===== src/rtl/ussi_pkg.sv =====
package ussi_pkg;
   typedef enum logic [1:0] {
      WM_OFF   = 2'b00,
      WM_THREE = 2'b01,
      WM_TWO   = 2'b10,
      WM_RSVD  = 2'b11
   } wire_mode_e;

   typedef struct packed {
      logic       shift_neg;
      logic       clk_sw;
      wire_mode_e mode;
   } ctrl_t;

   localparam int CTRL_W = 4;
   localparam logic [1:0] A_CTRL = 2'd0;
   localparam logic [1:0] A_DATA = 2'd1;
   localparam logic [1:0] A_STAT = 2'd2;
endpackage


===== src/rtl/ussi_sync.sv =====
module ussi_sync #(
   parameter int   STAGES  = 2,
   parameter logic RST_VAL = 1'b0
) (
   input  logic clk,
   input  logic rst_n,
   input  logic d,
   output logic q
);
   if (STAGES < 2) begin : g_bad_stages
      $error("ussi_sync: STAGES must be at least 2");
   end

   logic [STAGES-1:0] ff;

   always_ff @(posedge clk or negedge rst_n) begin
      if (!rst_n) ff <= {STAGES{RST_VAL}};
      else        ff <= {ff[STAGES-2:0], d};
   end

   assign q = ff[STAGES-1];
endmodule


===== src/rtl/ussi_clkgen.sv =====
module ussi_clkgen (
   input  logic clk,
   input  logic rst_n,
   input  logic en,
   input  logic clk_sw,
   input  logic shift_neg,
   input  logic strobe,
   input  logic pin_s,
   output logic edge_o,
   output logic shift_o,
   output logic sck_lvl_o
);
   logic pin_prev;
   logic sck_lvl;
   logic is_rise;

   always_ff @(posedge clk or negedge rst_n) begin
      if (!rst_n) pin_prev <= 1'b0;
      else        pin_prev <= pin_s;
   end

   always_ff @(posedge clk or negedge rst_n) begin
      if (!rst_n)                     sck_lvl <= 1'b0;
      else if (en && clk_sw && strobe) sck_lvl <= ~sck_lvl;
   end

   always_comb begin
      if (clk_sw) begin
         edge_o  = en & strobe;
         is_rise = ~sck_lvl;
      end else begin
         edge_o  = en & (pin_s ^ pin_prev);
         is_rise = pin_s & ~pin_prev;
      end
      shift_o = edge_o & (shift_neg ? ~is_rise : is_rise);
   end

   assign sck_lvl_o = sck_lvl;

   p_sw_toggle_r9: assert property (@(posedge clk) disable iff (!rst_n)
      (en && clk_sw && strobe) |=> (sck_lvl != $past(sck_lvl)));
endmodule


===== src/rtl/ussi_cnt.sv =====
module ussi_cnt #(
   parameter int CW = 4
) (
   input  logic          clk,
   input  logic          rst_n,
   input  logic          edge_i,
   input  logic          wr,
   input  logic [CW-1:0] wr_cnt,
   input  logic          wr_clr,
   output logic [CW-1:0] cnt_o,
   output logic          ovf_o
);
   logic [CW-1:0] cnt;
   logic          ovf;
   logic          wrap;

   assign wrap = edge_i & ~wr & (cnt == {CW{1'b1}});

   always_ff @(posedge clk or negedge rst_n) begin
      if (!rst_n)      cnt <= '0;
      else if (wr)     cnt <= wr_cnt;
      else if (edge_i) cnt <= cnt + 1'b1;
   end

   always_ff @(posedge clk or negedge rst_n) begin
      if (!rst_n)              ovf <= 1'b0;
      else if (wrap)           ovf <= 1'b1;
      else if (wr && wr_clr)   ovf <= 1'b0;
   end

   assign cnt_o = cnt;
   assign ovf_o = ovf;

   p_wrap_sets_flag_r3: assert property (@(posedge clk) disable iff (!rst_n)
      (edge_i && !wr && cnt == {CW{1'b1}}) |=> (ovf && cnt == '0));
   p_step_r3: assert property (@(posedge clk) disable iff (!rst_n)
      (edge_i && !wr) |=> (cnt == $past(cnt) + 1'b1));
   p_load_r4: assert property (@(posedge clk) disable iff (!rst_n)
      wr |=> (cnt == $past(wr_cnt)));
   p_clear_r4: assert property (@(posedge clk) disable iff (!rst_n)
      (wr && wr_clr) |=> !ovf);
endmodule


===== src/rtl/ussi_core.sv =====
module ussi_core #(
   parameter int DW          = 8,
   parameter int SYNC_STAGES = 2
) (
   input  logic          clk,
   input  logic          rst_n,
   input  logic          reg_wr,
   input  logic [1:0]    reg_addr,
   input  logic [DW-1:0] reg_wdata,
   output logic [DW-1:0] reg_rdata,
   input  logic          sw_strobe,
   input  logic          sck_i,
   input  logic          di_i,
   input  logic          sda_i,
   output logic          do_o,
   output logic          sck_o,
   output logic          scl_low_o,
   output logic          sda_low_o
);
   import ussi_pkg::*;

   localparam int CW     = $clog2(2 * DW);
   localparam int PAD_ST = DW - 2 - CW;
   localparam int PAD_CT = DW - CTRL_W;

   if (DW < 8 || DW > 32 || (DW & (DW - 1)) != 0) begin : g_bad_dw
      $error("ussi_core: DW must be a power of two from 8 to 32");
   end

   ctrl_t         ctrl;
   logic [DW-1:0] sr;
   logic          start_f;
   logic          sck_s, di_s, sda_s, sda_prev;
   logic          three, two, en;
   logic          edge_e, shift_e, sck_lvl;
   logic [CW-1:0] cnt;
   logic          ovf;
   logic          din, sda_fall;
   logic          ctrl_wr, data_wr, stat_wr;

   assign ctrl_wr = reg_wr && reg_addr == A_CTRL;
   assign data_wr = reg_wr && reg_addr == A_DATA;
   assign stat_wr = reg_wr && reg_addr == A_STAT;

   ussi_sync #(.STAGES(SYNC_STAGES), .RST_VAL(1'b0)) u_sync_sck (
      .clk(clk), .rst_n(rst_n), .d(sck_i), .q(sck_s));
   ussi_sync #(.STAGES(SYNC_STAGES), .RST_VAL(1'b0)) u_sync_di (
      .clk(clk), .rst_n(rst_n), .d(di_i), .q(di_s));
   ussi_sync #(.STAGES(SYNC_STAGES), .RST_VAL(1'b1)) u_sync_sda (
      .clk(clk), .rst_n(rst_n), .d(sda_i), .q(sda_s));

   always_ff @(posedge clk or negedge rst_n) begin
      if (!rst_n)       ctrl <= '0;
      else if (ctrl_wr) ctrl <= ctrl_t'(reg_wdata[CTRL_W-1:0]);
   end

   assign three = ctrl.mode == WM_THREE;
   assign two   = ctrl.mode == WM_TWO;
   assign en    = three | two;
   assign din   = two ? sda_s : di_s;

   ussi_clkgen u_clkgen (
      .clk(clk), .rst_n(rst_n), .en(en), .clk_sw(ctrl.clk_sw),
      .shift_neg(ctrl.shift_neg), .strobe(sw_strobe), .pin_s(sck_s),
      .edge_o(edge_e), .shift_o(shift_e), .sck_lvl_o(sck_lvl));

   ussi_cnt #(.CW(CW)) u_cnt (
      .clk(clk), .rst_n(rst_n), .edge_i(edge_e), .wr(stat_wr),
      .wr_cnt(reg_wdata[CW-1:0]), .wr_clr(reg_wdata[DW-1]),
      .cnt_o(cnt), .ovf_o(ovf));

   always_ff @(posedge clk or negedge rst_n) begin
      if (!rst_n)       sr <= '0;
      else if (data_wr) sr <= reg_wdata;
      else if (shift_e) sr <= {sr[DW-2:0], din};
   end

   always_ff @(posedge clk or negedge rst_n) begin
      if (!rst_n) sda_prev <= 1'b1;
      else        sda_prev <= sda_s;
   end
   assign sda_fall = sda_prev & ~sda_s;

   always_ff @(posedge clk or negedge rst_n) begin
      if (!rst_n)                           start_f <= 1'b0;
      else if (two && sda_fall && sck_s)    start_f <= 1'b1;
      else if (stat_wr && reg_wdata[DW-2])  start_f <= 1'b0;
   end

   always_comb begin
      unique case (reg_addr)
         A_CTRL:  reg_rdata = {{PAD_CT{1'b0}}, ctrl};
         A_DATA:  reg_rdata = sr;
         A_STAT:  reg_rdata = {ovf, start_f, {PAD_ST{1'b0}}, cnt};
         default: reg_rdata = '0;
      endcase
   end

   assign do_o      = three & sr[DW-1];
   assign sck_o     = three & ctrl.clk_sw & sck_lvl;
   assign sda_low_o = two & ~sr[DW-1];
   assign scl_low_o = two & (ctrl.clk_sw ? ~sck_lvl : (ovf | start_f));

   p_shift_lsb_r2: assert property (@(posedge clk) disable iff (!rst_n)
      (shift_e && !data_wr) |=> (sr[0] == $past(din)));
   p_hold_r7: assert property (@(posedge clk) disable iff (!rst_n)
      (two && !ctrl.clk_sw && ovf) |-> scl_low_o);
   p_start_r8: assert property (@(posedge clk) disable iff (!rst_n)
      (two && sda_fall && sck_s) |=> start_f);
   p_off_r10: assert property (@(posedge clk) disable iff (!rst_n)
      (!en && !data_wr) |=> $stable(sr));
endmodule


===== config.mk =====
export PLATFORM = sky130hd
export DESIGN_NAME = ussi_core
export DESIGN_NICKNAME = d
export VERILOG_FILES = /design/src/rtl/ussi_pkg.sv /design/src/rtl/ussi_sync.sv /design/src/rtl/ussi_clkgen.sv /design/src/rtl/ussi_cnt.sv /design/src/rtl/ussi_core.sv
export SDC_FILE = /design/constraint.sdc
export NUM_CORES = 1
export LEC_CHECK = 0
export ABC_AREA = 0
export BUFFER_PORTS_ARGS = -buffer_cell sky130_fd_sc_hd__buf_2
export CAP_MARGIN = 40
export CORE_MARGIN = 2
export CORE_UTILIZATION = 45
export CTS_BUF_LIST = sky130_fd_sc_hd__clkbuf_4
export CTS_CLUSTER_DIAMETER = 200
export DETAILED_ROUTE_END_ITERATION = 8
export GPL_TIMING_DRIVEN = 0
export PLACE_DENSITY = 0.64
export SETUP_SLACK_MARGIN = 0.05
export SKIP_LAST_GASP = 1
export SLEW_MARGIN = 20
export SYNTH_ARGS = -nofsm -noshare
export SYNTH_HDL_FRONTEND = slang
export SYNTH_SLANG_ARGS = --single-unit

===== constraint.sdc =====
create_clock -name clk -period 2 [get_ports clk]
set_input_delay 0.1 -clock clk [delete_from_list [all_inputs] [get_ports clk]]
set_output_delay 0.1 -clock clk [all_outputs]
set_load 0.1 [all_outputs]

# ---- After elaboration in Yosys (flattened, before gate mapping)
# Cells that the tools add are included.
dict set report word_totals {
  inputBits 17
  word_cells 68
  output_inout_bits 12
  regBits 27
}
dict set report classes {
  reduce_logical 14
  addsub 1
  n_eq_ne 5
  bitwise 21
  n_mux 14
}
# cell n
set ops {}
lappend ops {{case mux 8 bit (3 select lines)} 1}
lappend ops {{2-to-1 mux 8 bit} 2}
lappend ops {{bitwise AND 1 bit} 12}
lappend ops {{logical AND 1 bit} 9}
lappend ops {{2-to-1 mux 1 bit} 9}
lappend ops {{2-to-1 mux 4 bit} 2}
lappend ops {{nonzero test 2 bit} 4}
lappend ops {{inverter 1 bit} 6}
lappend ops {{adder 4 x 1 -> 4 bit (second input constant)} 1}
lappend ops {{== test 2 x 1 -> 1 bit (second input constant)} 2}
lappend ops {{== test 2 bit (second input constant)} 2}
lappend ops {{== test 4 bit (second input constant)} 1}
lappend ops {{logical NOT 2 bit} 1}
lappend ops {{OR 1 bit} 2}
lappend ops {{bitwise XOR 1 bit} 1}

# ---- Longest topological paths before layout
# Gate-level depths: netlist of the first run.
dict set report logic_depth {
  depth_word 8
  ltp_mapped 7
  depth_no_buf 6
}

# ---- Hierarchy
# A second synthesis of the first run with hierarchy kept.
dict set report unflattened {
  hier_cells 128
  area_unflattened_um2 1363.8
}
# module area_per_inst_um2 seq_area_each_um2 instances cells_per_inst
set modules_own_cells {}
lappend modules_own_cells {ussi_core 838.3 351.6 1 84}
lappend modules_own_cells {ussi_cnt 241.5 125.1 1 24}
lappend modules_own_cells {ussi_clkgen 131.4 50.0 1 14}
lappend modules_own_cells {{ussi_sync at u_sync_di ...} 50.0 50.0 2 2}
lappend modules_own_cells {{ussi_sync at u_sync_sda} 52.6 52.6 1 2}

# ---- Worst setup path before layout of the first run
# OpenSTA, ideal clock, no wires.
dict set report synth_path {
  kind {register -> output}
  from {reg ctrl[3] (netlist name)}
  to {out reg_rdata[3]}
  slack_ps -1023
  path_stages_with_launch 4
  n_path_buf 1
  arrival_ps 2923
  required_ps 1900
  path_cell_list {dfrtp_1 clkbuf_1 mux2i_1 o21ai_0}
}
dict set report synth_via {
  elab_chain_len 1
}
# item line_no
set synth_lines {}
lappend synth_lines {{from (decl)} ussi_core.sv:30} ;# ctrl_t ctrl;
lappend synth_lines {{from (signal assigned)} ussi_core.sv:54} ;# else if (ctrl_wr) ctrl <= ctrl_t'(reg_wdata[CTRL_W-1:0]);
lappend synth_lines {{case mux 8 bit (3 select lines)} ussi_core.sv:91} ;# unique case (reg_addr)
lappend synth_lines {{to (decl)} ussi_core.sv:10} ;# output logic [DW-1:0] reg_rdata,
# Every way passes these cells.

# ---- Worst setup path in the final report of the first run
dict set report layout_path {
  from {reg u_sync_sck.ff[1]}
  to {reg sr[7]}
}
dict set report layout_via {
  elab_chain_len 6
  word_cells_on_any_way 9
  cone_classes {mux: 3; bitwise: 5; reduce/logical: 1}
}
# item line_no
set layout_lines {}
lappend layout_lines {{from (decl)} ussi_sync.sv:14} ;# logic [STAGES-1:0] ff;
lappend layout_lines {{from (signal assigned)} ussi_sync.sv:17} ;# if (!rst_n) ff <= {STAGES{RST_VAL}};
lappend layout_lines {{from (signal assigned)} ussi_sync.sv:18} ;# else ff <= {ff[STAGES-2:0], d};
lappend layout_lines {{bitwise AND 1 bit} ussi_clkgen.sv:33} ;# is_rise = pin_s & ~pin_prev;
lappend layout_lines {{2-to-1 mux 1 bit} ussi_clkgen.sv:28} ;# if (clk_sw) begin
lappend layout_lines {{inverter 1 bit} ussi_clkgen.sv:35} ;# shift_o = edge_o & (shift_neg ? ~is_rise : is_rise);
lappend layout_lines {{2-to-1 mux 1 bit} ussi_clkgen.sv:35}
lappend layout_lines {{bitwise AND 1 bit (*)} ussi_clkgen.sv:35}
lappend layout_lines {{nonzero test 2 bit (no source line) (*)} -}
lappend layout_lines {{to (signal assigned)} ussi_core.sv:74} ;# else if (data_wr) sr <= reg_wdata;
lappend layout_lines {{to (signal assigned)} ussi_core.sv:75} ;# else if (shift_e) sr <= {sr[DW-2:0], din};
lappend layout_lines {{to (decl)} ussi_core.sv:31} ;# logic [DW-1:0] sr;
# Every way passes the cells marked *; elsewhere a longest branch is shown, timed or not.
# A chain may end at the register's enable or synchronous reset.

==> results of run 1 <==
[cell usage after synthesis (4+ instances only)]
| master | n |
|---|---|
| a221o_1 | 6 |
| inv_1 | 7 |
| nor2_1 | 7 |
| nand4_1 | 7 |
| nand3_1 | 4 |
| dfrtp_1 | 24 |
| nand2_1 | 10 |
| nor2b_1 | 10 |
| and2_1 | 10 |
| o21ai_0 | 15 |
| a31oi_1 | 13 |
| mux2i_1 | 6 |
| ha_1 | 4 |
| a21oi_1 | 5 |
| clkbuf_1 | 6 |
[cells by family (layout without fill, tap and decap cells)]
group	count (synthesis)	after routing	share of synthesized area [%]
xor+xnor	4	4	2.153
mux	8	8	5.073
flops	27	27	41.74
buf+inv	18	57	5.303
compound gates	52	52	22.21
simple gates	58	58	20.45
fa+ha+maj	4	4	3.075
[stage by stage]
stage,util [%],std cells
after floorplan,-,171
after global placement,53.37,244
after detailed placement,53.37,244
after CTS,56.45,255
after global routing,57.07,256
final,57.07,256
[per-layer routing]
layer	GRT usage (%)	up-vias	share of wire, %
met5	0	-	0
met2	36.20	48	47
met1	27.41	709	46
met3	2.817	6	4.7
met4	8.777	0	1.9
li1	-	710	-
[power breakdown]
group          switching, W  leakage [nW]  internal, W
sequential         0.000203         0.305     0.000709
clock              0.000166        0.0184    0.0000922
combinational      0.000843         0.522     0.000479
[flip-flops by register name, indices dropped and copies added (netlist names)]
signal              cells
sr                      8
ctrl                    4
u_cnt.cnt_o             4
u_sync_di.ff            2
u_sync_sck.ff           2
u_sync_sda.ff           2
sda_prev                1
start_f                 1
u_clkgen.pin_prev       1
u_clkgen.sck_lvl_o      1
u_cnt.ovf_o             1
[path summary, 6_finish.rpt]
path,start,endpoint
min in group asynchronous,rst_n,u_clkgen.sck_lvl_o
min,reg_wdata[0],ctrl[0]
max,u_sync_sck.ff[1],sr[7]
max in group asynchronous,rst_n,ctrl[1]
min reg2reg,u_sync_sda.ff[0],u_sync_sda.ff[1]
max reg2reg,u_sync_sck.ff[1],sr[7]
[critical path, stage by stage, from the launching register on]
cell and delay [ns]:
dfrtp_1 0.42, ha_1 0.28, or2_2 0.29, a21o_2 0.28, a211oi_4 0.40, a221o_1 0.21
[cell type report]
type                       count  area [um^2]
fill                         318         1466
multi-input combinational    126        878.3
sequential                    27        679.4
timing repair buffer          35        215.2
buffer                        11        62.56
tap                           46        57.56
clock buffer                   4        30.03
inverter                       7        26.28
[what timing repair did]
item / CTS / global route
gates resized for setup: 2 / 7
setup endpoints to repair: 7 / 10
buffers inserted: 0 / 1
hold buffers: 7 / 0
hold endpoints to repair: 30 / 0
pin swaps: 0 / 6
==> summary.md, run 1 <==
| Metric | Value |
|---|---|
| Placed cell area | `1823 um^2` |
| Commonest cells after routing, fill and taps aside | `29 x buf_2, 24 x dfrtp_1, 12 x a31oi_1` |
| Detailed Routing Iterations Pass 1 | `5` |
| Routed Antenna Nets | `0` |
| Die Span X | `64.15 um` |
| Final-report hold violation count | `2` |
| CTS tree | `built` |
| # DRC | `0` |
| Number of max-cap violations | `0` |
| Longest Clk Path Bufs | `2` |
| Commonest non-fill, non-tap cell in the layout | `buf_2` |
| # port buffers | `27` |
| Req. time, crit path | `2.29 ns` |
| Setup TNS | `0 ns` |
| Hold WS | `-0.005244 ns` |
| Pleak | `0.8454 nW` |
| Fin area | `1949 um^2` |
| Synthesized Nets | `192` |
| RSZ-0062 raised after global routing | `yes` |
| Fin crit period | `1.932 ns` |
| Core box area | `3416 um^2` |
| CTS Sinks | `27` |
| GRT overflow | `0` |
| Final period util | `96.59%` |
| Top area cells in the synthesized netlist | `dfrtp_1 37%, a31oi_1 5.0%, dfstp_2 4.8%` |
| WL final | `4165 um` |
| CTS H-tree lvls | `1` |
| Max Freq | `0.5176 GHz` |
| Yosys top cell area share | `36.89%` |
| Wire per inst | `16.27 um` |
| Fraction of layout cells with a size suffix above 1 | `27.14%` |
| Largest net degree at the start of global routing | `28` |
| GRT Total Usage | `21.33%` |
| #FFs+latches synth | `27` |
| Slew @ Worst Pin | `0.7174 ns` |
| Vias in the first global route | `1428` |
| Via Count | `1473` |
| Leading area contributor after synthesis | `dfrtp_1` |
| DP Wirelength | `2968 um` |
| Clock latency on the worst-skew pair | `0.34 ns` |
| DRT iter0 DRCs | `86` |
| Yosys cell types | `40` |
| Die height | `64.15 um` |
| Crit end category | `register` |
| Reg2Reg Setup Slack | `0.07 ns` |
| Number of synthesized flops with an enable pin | `0` |
| CP Class | `register to register` |
| Fin. max-slew vios | `0` |
| CP Launch Type | `register` |
| Critical Path AT | `2.22 ns` |
| Min-delay worst type | `input pin to register` |
| Place WS | `0.02516 ns` |
| Ports | `29` |
| First-pass GRT wire length | `6768 um` |
| Seq/Total Area, Yosys | `41.74%` |
| Gate Count Post-Synth | `171` |
| Area of the die | `4115 um^2` |
| Clock Pin Slew Worst Setup and Hold Paths | `0.14 ns` |
| Worst relative slew slack | `52.07%` |
| Total CTS buffers | `3` |
| Final setup vio count | `0` |
| Max Fanout on Critical Path | `6` |
| Initial core utilization | `47.66%` |
| Clock Skews | `0.002886 ns` |
| Yosys warnings | `0` |
| Pwr Total | `0.002493 W` |
| Post-synth ARST share | `100.0%` |
| Antenna violations before repair | `0` |
| Area Overhead vs Synth | `19.75%` |
| Synth Flop Type | `dfrtp_1` |
| WHS Path Cells | `3` |
| Peak supply drop | `0.0005908 V` |
| Outcome | `complete, but fails checks` |
| Fin nets | `232` |
| Synthesized area per cell | `9.519 um^2` |
| P per Cell Area | `1279 nW/um^2` |
| Via density | `5.754` |
| Num rows | `21` |
| Worst setup margin | `0.06818 ns` |
| Ant diodes | `0` |
| Failing checks | `hold timing` |
| CTS root buffer | `clkbuf_4` |
| Synthesized cell area | `1628 um^2` |
| GPL Wtd Cong | `0.8634` |
| Worst R2R Path Depth | `5` |
(Power assumes the default switching activity.)
==> inputs of run 2 (changes only) <==
Settings changed: HOLD_SLACK_MARGIN set to 0.03.
==> run 2 against run 1 <==
Against the previous run: the run now ends clean; sequential cell count is the same; clock power is essentially flat; sequential power is essentially flat; final area grew 2.1%; clock-buffer cell count is the same; global-route usage grew 0.075 points; routed wire length shrank 0.17%.
==> summary.md, run 2 (same netlist as run 1, synthesis figures left out) <==
| Metric | Value |
|---|---|
| Outcome | `complete, no violations (was complete, but fails checks)` |
| Initial core utilization | `47.66% (unchanged)` |
| Worst relative slew slack | `52.80% (was 52.07%)` |
| Slowest CP cell | `dfrtp_1 (unchanged)` |
| # DRC | `0 (unchanged)` |
| Final setup vio count | `0 (unchanged)` |
| Largest register by flop count | `sr (unchanged)` |
| Filler Cell Count | `314 (was 318)` |
| DP Wirelength | `2968 um (unchanged)` |
| WL final | `4158 um (was 4165 um)` |
| Num rows | `21 (unchanged)` |
| # port buffers | `27 (unchanged)` |
| Critical Path AT | `2.22 ns (about the same)` |
| P per Cell Area | `1257 nW/um^2 (was 1279 nW/um^2)` |
| Fin. max-slew vios | `0 (unchanged)` |
| Via Count | `1481 (was 1473)` |
| Area Overhead vs Synth | `22.21% (was 19.75%)` |
| CP Class | `register to register (unchanged)` |
| Clock Skews | `0.002170 ns (was 0.002886 ns)` |
| Commonest cells after routing, fill and taps aside | `29 x buf_2, 24 x dfrtp_1, 12 x a31oi_1 (unchanged)` |
| Final period util | `96.62% (was 96.59%)` |
| Max reg flops | `8 (unchanged)` |
| Core box area | `3416 um^2 (unchanged)` |
| Req. time, crit path | `2.29 ns (about the same)` |
| Number of max-cap violations | `0 (unchanged)` |
| Clock Pin Slew Worst Setup and Hold Paths | `0.14 ns (about the same)` |
| Largest net degree at the start of global routing | `28 (unchanged)` |
| Min-delay worst type | `input pin to register (unchanged)` |
| Crit-path max cell delay | `0.41 ns (was 0.42 ns)` |
| Final-report hold violation count | `0 (was 2)` |
| Detailed Routing Iterations Pass 1 | `6 (was 5)` |
| Pleak | `0.8621 nW (was 0.8454 nW)` |
| Peak supply drop | `0.0005884 V (was 0.0005908 V)` |
| CTS H-tree lvls | `1 (unchanged)` |
| Die Span X | `64.15 um (unchanged)` |
| Total CTS buffers | `3 (unchanged)` |
| GRT Total Usage | `21.41% (was 21.33%)` |
| Routed Antenna Nets | `0 (unchanged)` |
| Longest Clk Path Bufs | `2 (unchanged)` |
| RSZ-0062 raised after global routing | `yes (unchanged)` |
| Clock latency on the worst-skew pair | `0.34 ns (about the same)` |
| Ports | `29 (unchanged)` |
| CTS Sinks | `27 (unchanged)` |
| Area of the die | `4115 um^2 (unchanged)` |
| Pwr Total | `0.002500 W (was 0.002493 W)` |
| DRT iter0 DRCs | `81 (was 86)` |
| Antenna violations before repair | `0 (unchanged)` |
| Crit end category | `register (unchanged)` |
| CTS root buffer | `clkbuf_4 (unchanged)` |
| CTS tree | `built (unchanged)` |
| Fin nets | `236 (was 232)` |
| Max Fanout on Critical Path | `6 (unchanged)` |
| First-pass GRT wire length | `6796 um (was 6768 um)` |
| Setup TNS | `0 ns (unchanged)` |
| Hold WS | `0.03686 ns (was -0.005244 ns)` |
| Via density | `5.696 (was 5.754)` |
| Commonest non-fill, non-tap cell in the layout | `buf_2 (unchanged)` |
| Wire per inst | `15.99 um (was 16.27 um)` |
| Fin crit period | `1.932 ns (about the same)` |
| Max Freq | `0.5175 GHz (was 0.5176 GHz)` |
| Vias in the first global route | `1433 (was 1428)` |
| CP Launch Type | `register (unchanged)` |
| Ant diodes | `0 (unchanged)` |
| Die height | `64.15 um (unchanged)` |
| Crit-path cells | `ha_1 -> or2_2 -> a21o_2 -> a211oi_4 -> a221o_1 (unchanged)` |
| Core Util, Final | `58.24% (was 57.07%)` |
| GRT overflow | `0 (unchanged)` |
| Fraction of layout cells with a size suffix above 1 | `26.64% (was 27.14%)` |
| GPL Wtd Cong | `0.8634 (unchanged)` |
| Slew @ Worst Pin | `0.7064 ns (was 0.7174 ns)` |
==> run 2: cell count changes in the layout (fill, tap and decap cells not counted) <==
cell           change
dlygate4sd3_1      +4
==> run 2: routing by layer <==
metal | up-vias | part of all wire, % | track usage (%) | wire, um
met5 | - | 0 | 0 | 0
met4 | 0 | 2.2 | 8.777 | 90
met3 | 9 | 4.0 | 2.641 | 166
met2 | 44 | 47 | 36.46 | 1941
met1 | 708 | 47 | 27.52 | 1960
li1 | 720 | - | - | -
==> run 2: worst paths after layout <==
kind | end | startpoint | slack (ns) | cells past startpoint
hold reg to reg | u_sync_sda.ff[1] | u_sync_sda.ff[0] | 0.37 | 0
setup / recovery | sr[3] | u_sync_sck.ff[1] | 0.07 | 5
min in group asynchronous | u_clkgen.sck_lvl_o | rst_n | 0.29 | 2
hold / removal | ctrl[2] | reg_wdata[2] | 0.04 | 2
setup reg to reg | sr[3] | u_sync_sck.ff[1] | 0.07 | 5
max in group asynchronous | u_clkgen.pin_prev | rst_n | 1.31 | 2
==> run 2: critical path: cells and delay by family (launching register included) <==
kind	cells	cell delay (ns)
DFF	1	0.41
adders and majority gates	1	0.28
and+or+nand+nor	1	0.29
AOI/OAI and AO/OA	3	0.90
==> run 2: power breakdown <==
part	leakage, nW	total [W]	switching, W	internal (W)
sequential	0.305	0.000912	0.000203	0.000709
combinational	0.538	0.00133	0.000842	0.000484
clock	0.0184	0.000261	0.000169	0.0000922
==> run 2: layout make-up <==
class / instances / area [um^2] / area share [%]
tap: 46 / 57.56 / 2.893
multi-input combinational: 126 / 878.3 / 44.15
buffer: 11 / 62.56 / 3.145
inverter: 7 / 26.28 / 1.321
timing repair buffer: 39 / 255.2 / 12.83
clock buffer: 4 / 30.03 / 1.509
sequential: 27 / 679.4 / 34.15
==> run 2: timing repair <==
action                     in CTS  in global routing
buffers inserted                0                  1
cloned                          0                  0
gates resized for setup         2                  7
hold buffers                   11                  0
setup endpoints to repair       7                 10
hold endpoints to repair       35                  0
pin swaps                       0                  6
==> run 2: stage by stage <==
step	setup WS (ns)	instances	cell area, um^2
after floorplan	-0.2724	171	1630
after global routing	0.02698	260	1989
after detailed placement	0.02516	244	1823
after CTS	0.05331	259	1968
final	0.06769	260	1989
after global placement	0.08375	244	1823
